File: config.mk
export PLATFORM = sky130hd
export DESIGN_NAME = ctl_sym_crc5
export DESIGN_NICKNAME = d
export VERILOG_FILES = /design/src/rtl/crc5_pkg.sv /design/src/rtl/crc5_tree.sv /design/src/rtl/crc5_out_stage.sv /design/src/rtl/ctl_sym_crc5.sv
export SDC_FILE = /design/constraint.sdc
export NUM_CORES = 1
export LEC_CHECK = 0
export CAP_MARGIN = 20
export CORE_ASPECT_RATIO = 1.1
export CORE_UTILIZATION = 43
export DETAILED_ROUTE_END_ITERATION = 7
export PLACE_DENSITY = 0.86
export SLEW_MARGIN = 15
export SYNTH_ARGS = -nofsm -noshare
export SYNTH_HDL_FRONTEND = slang
export SYNTH_SLANG_ARGS = --single-unit
export TNS_END_PERCENT = 20
File: constraint.sdc
create_clock -name clk_i -period 1 [get_ports clk_i]
set_input_delay 0.1 -clock clk_i [delete_from_list [all_inputs] [get_ports clk_i]]
set_output_delay 0.1 -clock clk_i [all_outputs]
set_load 0.1 [all_outputs]
File: src/rtl/crc5_pkg.sv
package crc5_pkg;
  localparam int unsigned SYM_W  = 24;
  localparam int unsigned CRC_W  = 5;
  localparam logic [CRC_W-1:0] POLY = 5'b10101;  // x^5 term implicit
  localparam logic [CRC_W-1:0] INIT = 5'b11111;

  typedef enum logic {
    MODE_GEN = 1'b0,
    MODE_CHK = 1'b1
  } crc_mode_e;

  // one serial shift of a Galois LFSR, data MSB first
  function automatic logic [CRC_W-1:0] crc_step(input logic [CRC_W-1:0] crc,
                                                 input logic [CRC_W-1:0] poly,
                                                 input logic d);
    logic fb;
    fb = crc[CRC_W-1] ^ d;
    return {crc[CRC_W-2:0], 1'b0} ^ (fb ? poly : '0);
  endfunction
endpackage

File: src/rtl/crc5_tree.sv
module crc5_tree #(
  parameter int unsigned DATA_W = 19,
  parameter int unsigned CRC_W  = 5,
  parameter logic [CRC_W-1:0] POLY = 5'b10101,
  parameter logic [CRC_W-1:0] INIT = 5'b11111
) (
  input  logic [DATA_W-1:0] data_i,
  output logic [CRC_W-1:0]  crc_o
);
  logic [CRC_W-1:0] chain [DATA_W+1];

  assign chain[0] = INIT;

  for (genvar g = 0; g < DATA_W; g++) begin : g_bit
    assign chain[g+1] = crc5_pkg::crc_step(chain[g], POLY, data_i[DATA_W-1-g]);
  end

  assign crc_o = chain[DATA_W];
endmodule

File: src/rtl/crc5_out_stage.sv
module crc5_out_stage #(
  parameter int unsigned SYM_W   = 24,
  parameter bit          REG_OUT = 1'b1
) (
  input  logic             clk_i,
  input  logic             rst_ni,
  input  logic             valid_i,
  input  logic [SYM_W-1:0] sym_i,
  input  logic             err_i,
  output logic             valid_o,
  output logic [SYM_W-1:0] sym_o,
  output logic             err_o
);
  if (REG_OUT) begin : g_reg
    always_ff @(posedge clk_i or negedge rst_ni) begin
      if (!rst_ni) begin
        valid_o <= 1'b0;
        sym_o   <= '0;
        err_o   <= 1'b0;
      end else begin
        valid_o <= valid_i;
        err_o   <= valid_i & err_i;
        if (valid_i) sym_o <= sym_i;
      end
    end

    p_valid_lat_r4: assert property (@(posedge clk_i) disable iff (!rst_ni)
      valid_i |=> valid_o);
    p_valid_drop_r4: assert property (@(posedge clk_i) disable iff (!rst_ni)
      !valid_i |=> !valid_o);
    p_err_qual_r5: assert property (@(posedge clk_i) disable iff (!rst_ni)
      !valid_o |-> !err_o);
    p_sym_hold_r6: assert property (@(posedge clk_i) disable iff (!rst_ni)
      !valid_i |=> $stable(sym_o));
  end else begin : g_comb
    assign valid_o = valid_i;
    assign sym_o   = sym_i;
    assign err_o   = valid_i & err_i;

    always_comb begin
      if (!valid_o) p_err_qual_comb_r5: assert (!err_o);
    end
  end
endmodule

File: src/rtl/ctl_sym_crc5.sv
module ctl_sym_crc5 #(
  parameter int unsigned SYM_W   = crc5_pkg::SYM_W,
  parameter int unsigned CRC_W   = crc5_pkg::CRC_W,
  parameter logic [CRC_W-1:0] POLY = crc5_pkg::POLY,
  parameter logic [CRC_W-1:0] INIT = crc5_pkg::INIT,
  parameter bit          REG_OUT = 1'b1
) (
  input  logic             clk_i,
  input  logic             rst_ni,
  input  logic             valid_i,
  input  logic             mode_i,
  input  logic [SYM_W-1:0] sym_i,
  output logic             valid_o,
  output logic [SYM_W-1:0] sym_o,
  output logic             err_o
);
  import crc5_pkg::*;

  localparam int unsigned DATA_W = SYM_W - CRC_W;

  logic [CRC_W-1:0] crc_calc;
  logic [SYM_W-1:0] sym_nxt;
  logic             err_nxt;
  crc_mode_e        mode;

  assign mode = crc_mode_e'(mode_i);

  crc5_tree #(
    .DATA_W (DATA_W),
    .CRC_W  (CRC_W),
    .POLY   (POLY),
    .INIT   (INIT)
  ) u_tree (
    .data_i (sym_i[SYM_W-1:CRC_W]),
    .crc_o  (crc_calc)
  );

  always_comb begin
    if (mode == MODE_CHK) begin
      sym_nxt = sym_i;
      err_nxt = (sym_i[CRC_W-1:0] != crc_calc);
    end else begin
      sym_nxt = {sym_i[SYM_W-1:CRC_W], crc_calc};  // incoming CRC field dropped
      err_nxt = 1'b0;
    end
  end

  crc5_out_stage #(
    .SYM_W   (SYM_W),
    .REG_OUT (REG_OUT)
  ) u_out (
    .clk_i   (clk_i),
    .rst_ni  (rst_ni),
    .valid_i (valid_i),
    .sym_i   (sym_nxt),
    .err_i   (err_nxt),
    .valid_o (valid_o),
    .sym_o   (sym_o),
    .err_o   (err_o)
  );

  if (REG_OUT) begin : g_chk
    p_gen_keep_r1: assert property (@(posedge clk_i) disable iff (!rst_ni)
      (valid_i && !mode_i) |=> sym_o[SYM_W-1:CRC_W] == $past(sym_i[SYM_W-1:CRC_W]));
    p_chk_pass_r3: assert property (@(posedge clk_i) disable iff (!rst_ni)
      (valid_i && mode_i) |=> sym_o == $past(sym_i));
    p_gen_noerr_r5: assert property (@(posedge clk_i) disable iff (!rst_ni)
      (valid_i && !mode_i) |=> !err_o);
  end
endmodule

=== Yosys cells after proc, flatten, opt, wreduce, memory -nomap -nowiden ===
Cells that the tools add are included.
Widths: inputs -> output; s select.

* $add $sub $neg: 0
* $mul: 0
* Divide/modulo/power cells: 0
* Order comparisons: 0
* Equality and inequality tests: 1
* Shift-type cells: 0
* Muxes and demuxes: 21
* Bitwise logic cells: 38
* Reduce and logical (&&, ||, !) cells: 0

{| class="wikitable"
|+ Operators by type and width
! cell !! count
|-
| $mux 5 || 20
|-
| $xor 5x5->5 || 18
|-
| $xor 1x1->1 || 18
|-
| $ne 5x5->1 || 1
|-
| $not 4->4 || 1
|-
| $and 1x1->1 || 1
|-
| $mux 1 || 1
|}

* Register bits after elaboration: 26
* Bits in latches: 0
* RAM bits: 0
* Bits in read-only memories: 0
* Output and inout bits: 26
* Logic and storage cells: 63
* Memories kept: 0

=== Longest topological paths before layout ===
Gate-level depths: netlist of the first run.

* Depth after elaboration: 59
* Depth in mapped cells: 6

=== By module ===
A second synthesis of the first run with hierarchy kept.

* Cells, all modules: 101
* Area, all modules: 1487.7 sq um

{| class="wikitable"
|+ Modules (own cells, without submodules)
! module !! times used !! cells each !! area an instance (sq um) !! seq. area each (sq um)
|-
| crc5_out_stage || 1 || 54 || 1049.8 || 650.6
|-
| crc5_tree || 1 || 34 || 319.1 || 0.0
|-
| ctl_sym_crc5 || 1 || 13 || 118.9 || 0.0
|}

=== Worst setup path after synthesis of the first run ===
No wires, ideal clock.

* Path type: input to register
* Start: in sym_i[17]
* End: reg u_out.err_o
* Arrival time: 1553 ps
* Required time: 871 ps
* Setup slack: -682 ps
* Stages on the path: 6
* Buffers on the path: 0
* Cell sequence: xnor3_1 > xor2_1 > xor3_2 > or2_0 > mux2i_1 > a31oi_1

* Word-level cells in the longest chain between the ends: 42

{| class="wikitable"
|+ Ends and longest elaborated chain
! element !! line !! RTL
|-
| start, declared || ctl_sym_crc5.sv:12 || <nowiki>input logic [SYM_W-1:0] sym_i,</nowiki>
|-
| $xor 1x1->1 * || crc5_pkg.sv:17 || <nowiki>fb = crc[CRC_W-1] ^ d;</nowiki>
|-
| $mux 5 * || crc5_pkg.sv:18 || <nowiki>return {crc[CRC_W-2:0], 1'b0} ^ (fb ? poly : '0);</nowiki>
|-
| $xor 5x5->5 * || crc5_pkg.sv:18 ||
|-
| $xor 1x1->1 || crc5_pkg.sv:17 ||
|-
| $mux 5 || crc5_pkg.sv:18 ||
|-
| $xor 5x5->5 * || crc5_pkg.sv:18 ||
|-
| $xor 1x1->1 || crc5_pkg.sv:17 ||
|-
| $mux 5 || crc5_pkg.sv:18 ||
|-
| [... 26 more ...] || - ||
|-
| $mux 5 || crc5_pkg.sv:18 ||
|-
| $xor 5x5->5 * || crc5_pkg.sv:18 ||
|-
| $xor 1x1->1 || crc5_pkg.sv:17 ||
|-
| $mux 5 || crc5_pkg.sv:18 ||
|-
| $xor 5x5->5 * || crc5_pkg.sv:18 ||
|-
| $ne 5x5->1 * || ctl_sym_crc5.sv:41 || <nowiki>err_nxt = (sym_i[CRC_W-1:0] != crc_calc);</nowiki>
|-
| $mux 1 * || ctl_sym_crc5.sv:39 || <nowiki>if (mode == MODE_CHK) begin</nowiki>
|-
| $and 1x1->1 * || crc5_out_stage.sv:22 || <nowiki>err_o <= valid_i & err_i;</nowiki>
|-
| end signal, assigned || crc5_out_stage.sv:22 ||
|-
| end, declared || crc5_out_stage.sv:12 || <nowiki>output logic err_o</nowiki>
|}

Every way passes the cells marked *; elsewhere a longest branch is shown, timed or not.
A chain may end at the register's enable or synchronous reset.

=== Worst setup path in the final report of the first run ===
* Start: in sym_i[22]
* End: reg u_out.sym_o[0]

* Word-level cells in the longest chain between the ends: 55

{| class="wikitable"
|+ Ends and longest elaborated chain
! element !! line !! RTL
|-
| $xor 1x1->1 * || crc5_pkg.sv:17 ||
|-
| $mux 5 * || crc5_pkg.sv:18 ||
|-
| $xor 5x5->5 * || crc5_pkg.sv:18 ||
|-
| $xor 1x1->1 || crc5_pkg.sv:17 ||
|-
| $mux 5 || crc5_pkg.sv:18 ||
|-
| $xor 5x5->5 * || crc5_pkg.sv:18 ||
|-
| $xor 1x1->1 || crc5_pkg.sv:17 ||
|-
| $mux 5 || crc5_pkg.sv:18 ||
|-
| [... 39 more ...] || - ||
|-
| $xor 5x5->5 * || crc5_pkg.sv:18 ||
|-
| $xor 1x1->1 || crc5_pkg.sv:17 ||
|-
| $mux 5 || crc5_pkg.sv:18 ||
|-
| $xor 5x5->5 * || crc5_pkg.sv:18 ||
|-
| $xor 1x1->1 * || crc5_pkg.sv:17 ||
|-
| $mux 5 * || crc5_pkg.sv:18 ||
|-
| $xor 5x5->5 * || crc5_pkg.sv:18 ||
|-
| $mux 5 * || ctl_sym_crc5.sv:39 ||
|-
| end signal, assigned || crc5_out_stage.sv:23 || <nowiki>if (valid_i) sym_o <= sym_i;</nowiki>
|-
| end, declared || crc5_out_stage.sv:11 || <nowiki>output logic [SYM_W-1:0] sym_o,</nowiki>
|}

Marked as above.

==> results of run 1 <==
-- what timing repair did --
item	4_1_cts	5_1_grt
hold buffers	0	0
pin swaps	28	28
endpoints found under the hold margin	0	0
buffers inserted	10	0
cloned	0	0
endpoints found under the setup margin	32	32
gates resized for setup	77	40
-- cell usage in the layout (no fill, tap or decap), types with 2 or more instances in the layout --
cell	Yosys	routed
inv_1	3	3
nand2_2	0	2
buf_8	0	3
buf_12	0	28
clkdlybuf4s50_1	0	9
xnor3_1	5	3
clkbuf_2	0	3
xnor2_1	22	4
nor2_1	5	3
buf_2	0	5
xor2_2	0	5
dfrtp_1	26	26
buf_4	0	17
nand2_1	6	4
a21oi_1	2	2
mux2_2	20	19
xnor3_2	0	2
buf_6	0	9
xnor2_2	1	11
o21ai_0	2	2
clkbuf_4	0	3
xnor2_4	0	8
o22ai_1	2	2
-- per-stage QoR --
step                util [%]  setup TNS [ns]  cells  setup slack, ns  cell area [um^2]
detailed placement      77.8          -11.79    209            -1.19              2410
global placement        77.8          -10.81    209            -1.08              2410
floorplan                  -           -7.19    111           -0.548              1460
global route            89.3           -4.57    221           -0.523              2770
CTS                     86.2           -3.17    221           -0.517              2670
finish                  89.3           -3.50    221           -0.510              2770
-- where the power goes --
group          internal, W  leakage, nW  switching [W]  total (W)
logic              0.00158        0.953        0.00194    0.00352
clock network     0.000141       0.0138       0.000307   0.000448
registers          0.00119        0.305       0.000171    0.00136
-- per-layer routing --
layer  vias to the layer above  GRT usage (%)  routed length, um
met4                         0           8.23                143
met1                       595           31.5               1810
met3                        12           7.71                309
met2                        68           49.7               2600
met5                         -              0                  0
li1                        518              -                  -
-- final cells by class --
| type | count | area, um^2 |
|---|---|---|
| clock buffer | 3 | 22.5 |
| tap | 34 | 42.5 |
| inverter | 3 | 11.3 |
| timing repair buffer | 77 | 996 |
| multi-input combinational | 78 | 1050 |
| sequential | 26 | 651 |
| fill | 127 | 330 |
-- logic make-up (layout without fill, tap and decap cells) --
logic type	after synthesis	in the layout	synth area share, %
xor+xnor	36	36	28.7
flops	26	26	45.8
mux	21	21	16.5
simple gates	12	12	3.35
compound gates	9	9	3.79
buf+inv	7	83	1.85
-- state kept, by name (all words and copies together) (netlist names) --
signal / cells
u_out.err_o: 1
u_out.sym_o: 24
u_out.valid_o: 1
-- worst max-delay path: stages --
cell and delay (ns):
buf_8 0.11, xnor2_4 0.18, xnor3_2 0.49, buf_6 0.14, xor2_2 0.18, xor2_1 0.18
o211ai_1 0.21, o21a_1 0.17
-- final timing paths --
path                                   end  depth (start not counted)
setup / recovery            u_out.sym_o[0]                          8
hold / removal             u_out.sym_o[21]                          2
setup reg to reg            u_out.sym_o[9]                          1
hold reg to reg             u_out.sym_o[8]                          1
max in group asynchronous   u_out.sym_o[1]                          2
min in group asynchronous      u_out.err_o                          2
==> metrics.txt, run 1 <==
status=finished with violations; failing checks=DRC, setup timing; Starting Density=45.8%; TritonCTS Buffers=3; full die area=3540 um^2; period utilization=151%; vias in the first global route=1398; first drt pass iteration count=6; die span in y=62.3 um; Least-Margin Pin Slew=0.296 ns; Iter 0 DRT Violations=40; root buffer cell=clkbuf_4; largest net degree at the start of global routing=27; Final #Nets=217; Worst R2R Start=u_out.sym_o[9]; Syn Area/Cell=12.8 um^2; global placement routability congestion=0.784; area share of the largest cell type after synthesis=45.8%; post-synthesis cell area=1420 um^2; async set-reset flop share out of synthesis=100%; post-synthesis cell count=111; HP Class=primary input to register; CTS tree=built; CP Launch Type=primary input; core area=3100 um^2; antenna viol nets, final=0; Antenna diodes=0; Die W=56.8 um; WL/cell=22.0 um; Tmin final=1.51 ns; prevailing post-synth register cell=dfrtp_1; share of cells above drive strength 1=64.2%; Routed WL=4870 um; most instantiated cells after synthesis=26 x dfrtp_1, 22 x xnor2_1, 20 x mux2_2; most numerous cell in the Yosys netlist=dfrtp_1; Hold Slack=0.0178 ns; Vias=1193; Max IR drop VDD=1.10 mV; worst-skew pair later-pin latency=0.32 ns; DRC viols=10; Rows=21; sequential share of the synthesized area=45.8%; beginning of the worst hold path=sym_i[21]; top cells by area, synth=dfrtp_1 46%, mux2_2 16%, xnor2_1 14%; first-pass GRT wire length=7220 um; leakage=1.27 nW; Reg2Reg Setup Slack=0.15 ns; #FFs+latches synth=26; via/cell ratio=5.40; endpoints failing hold=0; CTS clk-pin slew, worst paths=0.14 ns; H-Tree Depth=1; num ports=54; crit path DAT=1.77 ns; Mapped Nets=139; Critical Path End Type=register; number of synthesized flops with an enable pin=0; initial antenna violation count=0; Synth Warn #=0; Max clock buf depth=2; Slew Limit Fails=0; Unique masters post-synth=19; hpwl dp=2790 um; Power Dens Cells=1930 nW/um^2; Area Overhead vs Synth=94.9%; fmax=0.662 GHz; Crit Path Class=primary input to register; crit path from=sym_i[22]; RSZ-0062 raised after global routing=yes; final worst setup slack=-0.510 ns; CP Max Fanout=2; Setup Skew=0 ns; Rel. slew slack=80.1%; CTS Sinks=26; Final Setup Violations=32; total grt overflow=0; Max Cap Viol=0; Power Total=0.00533 W; GRT Total Usage=27.6%; input/output buffers=53; CP required=1.26 ns; largest area contributor in the netlist=dfrtp_1
(Power assumes the default switching activity.)
==> run 2: changes to the inputs <==
--- a/config.mk
+++ b/config.mk
@@ -9,7 +9,7 @@
 export CORE_ASPECT_RATIO = 1.1
 export CORE_UTILIZATION = 43
 export DETAILED_ROUTE_END_ITERATION = 7
-export PLACE_DENSITY = 0.86
+export PLACE_DENSITY = 0.87
 export SLEW_MARGIN = 15
 export SYNTH_ARGS = -nofsm -noshare
 export SYNTH_HDL_FRONTEND = slang
==> run 2 against run 1 <==
Compared with the run above: the run still ends with DRC, setup timing left; flip-flop and latch count stayed put; hold slack got worse by 0.014 ns; routed wire length is 1.2% higher; clock skew did not move; clock power is 2% higher; power grew 0.47%; global-route usage down 1.2 points; first-iteration DRC count rose to 2.6 times the previous value; final area decreased by 1.8%; sequential power hardly changed; die area unchanged; largest cell class is now buffers; largest power group unchanged.
==> metrics.txt, run 2 (synthesized netlist as in run 1, its figures left out) <==
via/cell ratio=5.53; Rows=21; TritonCTS Buffers=3; Iter 0 DRT Violations=105; endpoints failing hold=0; CP Launch Type=primary input; Power Dens Cells=1970 nW/um^2; CTS clk-pin slew, worst paths=0.14 ns; worst-skew pair later-pin latency=0.32 ns; beginning of the worst hold path=sym_i[21]; Least-Margin Pin Slew=0.297 ns; Critical Path End Type=register; Setup Skew=0 ns; vias in the first global route=1279; full die area=3540 um^2; Die W=56.8 um; first-pass GRT wire length=6770 um; CP peak stage delay=0.43 ns; WL/cell=22.1 um; Vias=1233; max FFs per register=24; Largest delay share family, worst path=XOR/XNOR gates; failing checks=DRC, setup timing; Power Total=0.00536 W; critical path buffer and inverter count=1; input/output buffers=53; worst path cell trace=buf_8 -> xnor3_1 -> xor2_2 -> xor3_2 -> or2_0 -> mux2i_1 -> a31oi_1; Rel. slew slack=80.1%; core area=3100 um^2; hpwl dp=2800 um; share of cells above drive strength 1=61.4%; Starting Density=45.8%; Area Overhead vs Synth=91.5%; most flop-heavy register=u_out.sym_o; Worst R2R Start=u_out.sym_o[11]; status=finished with violations; Slew Limit Fails=0; fill cell count=131; leakage=1.26 nW; CP required=1.21 ns; root buffer cell=clkbuf_4; crit path DAT=1.81 ns; period utilization=160%; Max IR drop VDD=1.34 mV; CP Max Fanout=3; Crit-path slowest cell=xnor3_1; Final Setup Violations=32; RSZ-0062 raised after global routing=yes; H-Tree Depth=1; Storage cell area=651 um^2; crit path from=sym_i[23]; Final #Nets=219; total grt overflow=0; die span in y=62.3 um; most frequent cells in the layout=29 x buf_12, 26 x dfrtp_1, 21 x buf_4; final worst setup slack=-0.600 ns; CTS Sinks=26; fmax=0.625 GHz; fin area=2720 um^2; first drt pass iteration count=6; global placement routability congestion=0.843; initial antenna violation count=0; most common cell after layout, fill and taps aside=buf_12; DRC viols=6; Placed Instance Area=2410 um^2; Tmin final=1.60 ns; GRT Total Usage=26.4%; Antenna diodes=0; Crit Path Class=primary input to register; largest net degree at the start of global routing=27; biggest regs=u_out.sym_o x24, u_out.err_o x1, u_out.valid_o x1; CTS tree=built; Routed WL=4920 um; num ports=54; Max Cap Viol=0; HP Class=primary input to register; antenna viol nets, final=0; multi-input logic area=983 um^2; setup tns final=-3.74 ns; Max clock buf depth=2
-- run 2: repair_timing --
action | in CTS | in global routing
setup buffers | 10 | 2
gates resized for setup | 71 | 23
hold buffers | 0 | 0
setup endpoints to repair | 32 | 32
pin swaps | 30 | 22
-- run 2: routing by layer --
metal / routed length (um) / up-vias / GRT usage [%]
met3: 334 / 18 / 2.50
li1: - / 525 / -
met5: 0 / - / 0
met1: 1710 / 609 / 29.9
met2: 2650 / 81 / 48.8
met4: 227 / 0 / 13.1
-- run 2: cell type report --
type / count / share of cell area (%)
Timing Repair Buffer: 79 / 37.1
Clock buffer: 3 / 0.828
Inverter: 3 / 0.414
Sequential cell: 26 / 23.9
Tap cell: 34 / 1.56
Multi-Input combinational cell: 78 / 36.1
-- run 2: report_power, final --
part	internal (W)	switching, W	total (W)
clock	0.000141	0.000314	0.000455
sequential	0.00119	0.000164	0.00136
combinational	0.00160	0.00195	0.00355
total	0.00293	0.00243	0.00536
-- run 2: path summary, 6_finish.rpt --
path / depth (start not counted) / end / slack, ns
max reg2reg: 1 / u_out.sym_o[11] / 0.14
min in group asynchronous: 2 / u_out.sym_o[3] / 0.12
min: 2 / u_out.sym_o[21] / 0.004
min reg2reg: 1 / u_out.sym_o[0] / 0.57
max in group asynchronous: 2 / u_out.sym_o[7] / 0.73
max: 7 / u_out.err_o / -0.60
-- run 2: through the flow --
step | std cells | setup WS (ns) | hold slack [ns] | utilization (%)
5_1_grt | 223 | -0.601 | -0.00631 | 87.8
3_3_place_gp | 209 | -1.12 | 0.473 | 77.8
3_5_place_dp | 209 | -1.32 | 0.473 | 77.8
6_report | 223 | -0.600 | 0.00402 | 87.8
4_1_cts | 222 | -0.519 | 0.00680 | 84.6
2_1_floorplan | 111 | -0.548 | -0.196 | -
==> run 3: changes to the inputs <==
--- a/config.mk
+++ b/config.mk
@@ -14,4 +14,4 @@
 export SYNTH_ARGS = -nofsm -noshare
 export SYNTH_HDL_FRONTEND = slang
 export SYNTH_SLANG_ARGS = --single-unit
-export TNS_END_PERCENT = 20
+export TNS_END_PERCENT = 5
==> run 3 against run 2 <==
Compared with the run above: the run still ends with DRC, setup timing left; hold slack gained 0.014 ns; die area is the same; clock-buffer cell count is the same; clock skew did not move; via count increased by 0.49%; critical path depth grew 1; non-clock buffer count decreased by 2; critical path type unchanged; highest routed layer unchanged.
==> metrics.txt, run 3 (synthesized netlist as in run 1, its figures left out) <==
status=finished with violations; DRC viols=4; Tmin final=1.61 ns; failing checks=DRC, setup timing; CP Max Fanout=3; Placed Instance Area=2400 um^2; Antenna diodes=0; Area Overhead vs Synth=84.4%; leakage=1.22 nW; max FFs per register=24; die span in y=62.3 um; CTS clk-pin slew, worst paths=0.15 ns; Starting Density=45.8%; Max IR drop VDD=1.16 mV; biggest regs=u_out.sym_o x24, u_out.err_o x1, u_out.valid_o x1; via/cell ratio=5.61; largest net degree at the start of global routing=27; worst-skew pair later-pin latency=0.32 ns; Crit Path Class=primary input to register; Critical Path End Type=register; share of cells above drive strength 1=58.3%; most frequent cells in the layout=28 x buf_12, 26 x dfrtp_1, 22 x buf_4; CP required=1.22 ns; CP peak stage delay=0.50 ns; Rel. slew slack=79.4%; most common cell after layout, fill and taps aside=buf_12; root buffer cell=clkbuf_4; first-pass GRT wire length=7110 um; Iter 0 DRT Violations=41; most flop-heavy register=u_out.sym_o; Hold Slack=0.0180 ns; Power Dens Cells=1970 nW/um^2; antenna viol nets, final=0; critical path buffer and inverter count=2; CP Launch Type=primary input; Setup Skew=0 ns; fmax=0.620 GHz; WL/cell=21.7 um; Largest delay share family, worst path=XOR/XNOR gates; Final Setup Violations=32; CTS tree=built; RSZ-0062 raised after global routing=yes; Max clock buf depth=2; Die W=56.8 um; full die area=3540 um^2; initial antenna violation count=0; first drt pass iteration count=6; GRT Total Usage=27.7%; num ports=54; core area=3100 um^2; Crit-path slowest cell=xnor3_2; hpwl dp=2920 um; Max Cap Viol=0; TritonCTS Buffers=3; Vias=1239; total grt overflow=0; endpoints failing hold=0; H-Tree Depth=1; HP Class=primary input to register; worst path cell trace=buf_4 -> xnor2_2 -> xnor3_2 -> xnor3_1 -> buf_4 -> nor2_2 -> a21oi_1 -> a21oi_1; Routed WL=4800 um; CTS Sinks=26; period utilization=161%; Slew Limit Fails=0; global placement routability congestion=0.734; Least-Margin Pin Slew=0.307 ns; fin area=2620 um^2; crit path DAT=1.83 ns; input/output buffers=53; Final #Nets=217; final worst setup slack=-0.612 ns; Rows=21; vias in the first global route=1357
run 3: cell count changes in the layout (fill, tap and decap cells not counted), sizes merged:
cell and delta:
dlymetal6s2s +1, buf -2, dlygate4sd2 +1, clkdlybuf4s50 +1
clkbuf -2, clkdlybuf4s15 -1
run 3: what timing repair did:
action                                  4_1_cts  5_1_grt
hold buffers                                  0        0
pin swaps                                    25       10
endpoints found under the setup margin       32       32
gates resized for setup                      64       12
setup buffers                                 6        2
run 3: path summary, 6_finish.rpt:
path                            startpoint  depth (start not counted)              end  slack (ns)
max                              sym_i[22]                          8   u_out.sym_o[1]       -0.61
min in group asynchronous           rst_ni                          2   u_out.sym_o[5]        0.09
max reg2reg                u_out.sym_o[22]                          1  u_out.sym_o[22]        0.10
max in group asynchronous           rst_ni                          2   u_out.sym_o[6]        0.74
min reg2reg                 u_out.sym_o[0]                          1   u_out.sym_o[0]        0.57
min                              sym_i[12]                          2  u_out.sym_o[12]        0.02
run 3: layout make-up:
cell class / instances / area [um^2]
well taps: 34 / 42.5
inverters: 3 / 11.3
multi-input cells: 78 / 930
repair buffers: 77 / 965
clock buffers: 3 / 22.5
flip-flops and latches: 26 / 651
fillers: 137 / 479
run 3: report_power, final:
part | switching [W] | total (W) | internal (W)
logic | 0.00190 | 0.00333 | 0.00143
registers | 0.000166 | 0.00136 | 0.00119
clock network | 0.000329 | 0.000471 | 0.000142
run 3: per-layer routing:
metal  track usage, %  share of wire (%)  up-vias
met5                0                  0        -
met4             11.6                4.1        0
met3             8.96                7.8       28
met2             49.6                 52       77
met1             29.5                 36      619
li1                 -                  -      515
run 3: through the flow:
step | power (W) | TNS, ns | instances | worst slack (ns) | util [%]
after floorplan | 0.00315 | -7.38 | 111 | -0.548 | -
after global placement | 0.00420 | -11.15 | 210 | -1.12 | 77.4
after detailed placement | 0.00431 | -12.32 | 210 | -1.30 | 77.4
after CTS | 0.00494 | -3.88 | 219 | -0.533 | 82.4
after global routing | 0.00531 | -5.29 | 221 | -0.639 | 84.5
final | 0.00516 | -4.29 | 221 | -0.612 | 84.5
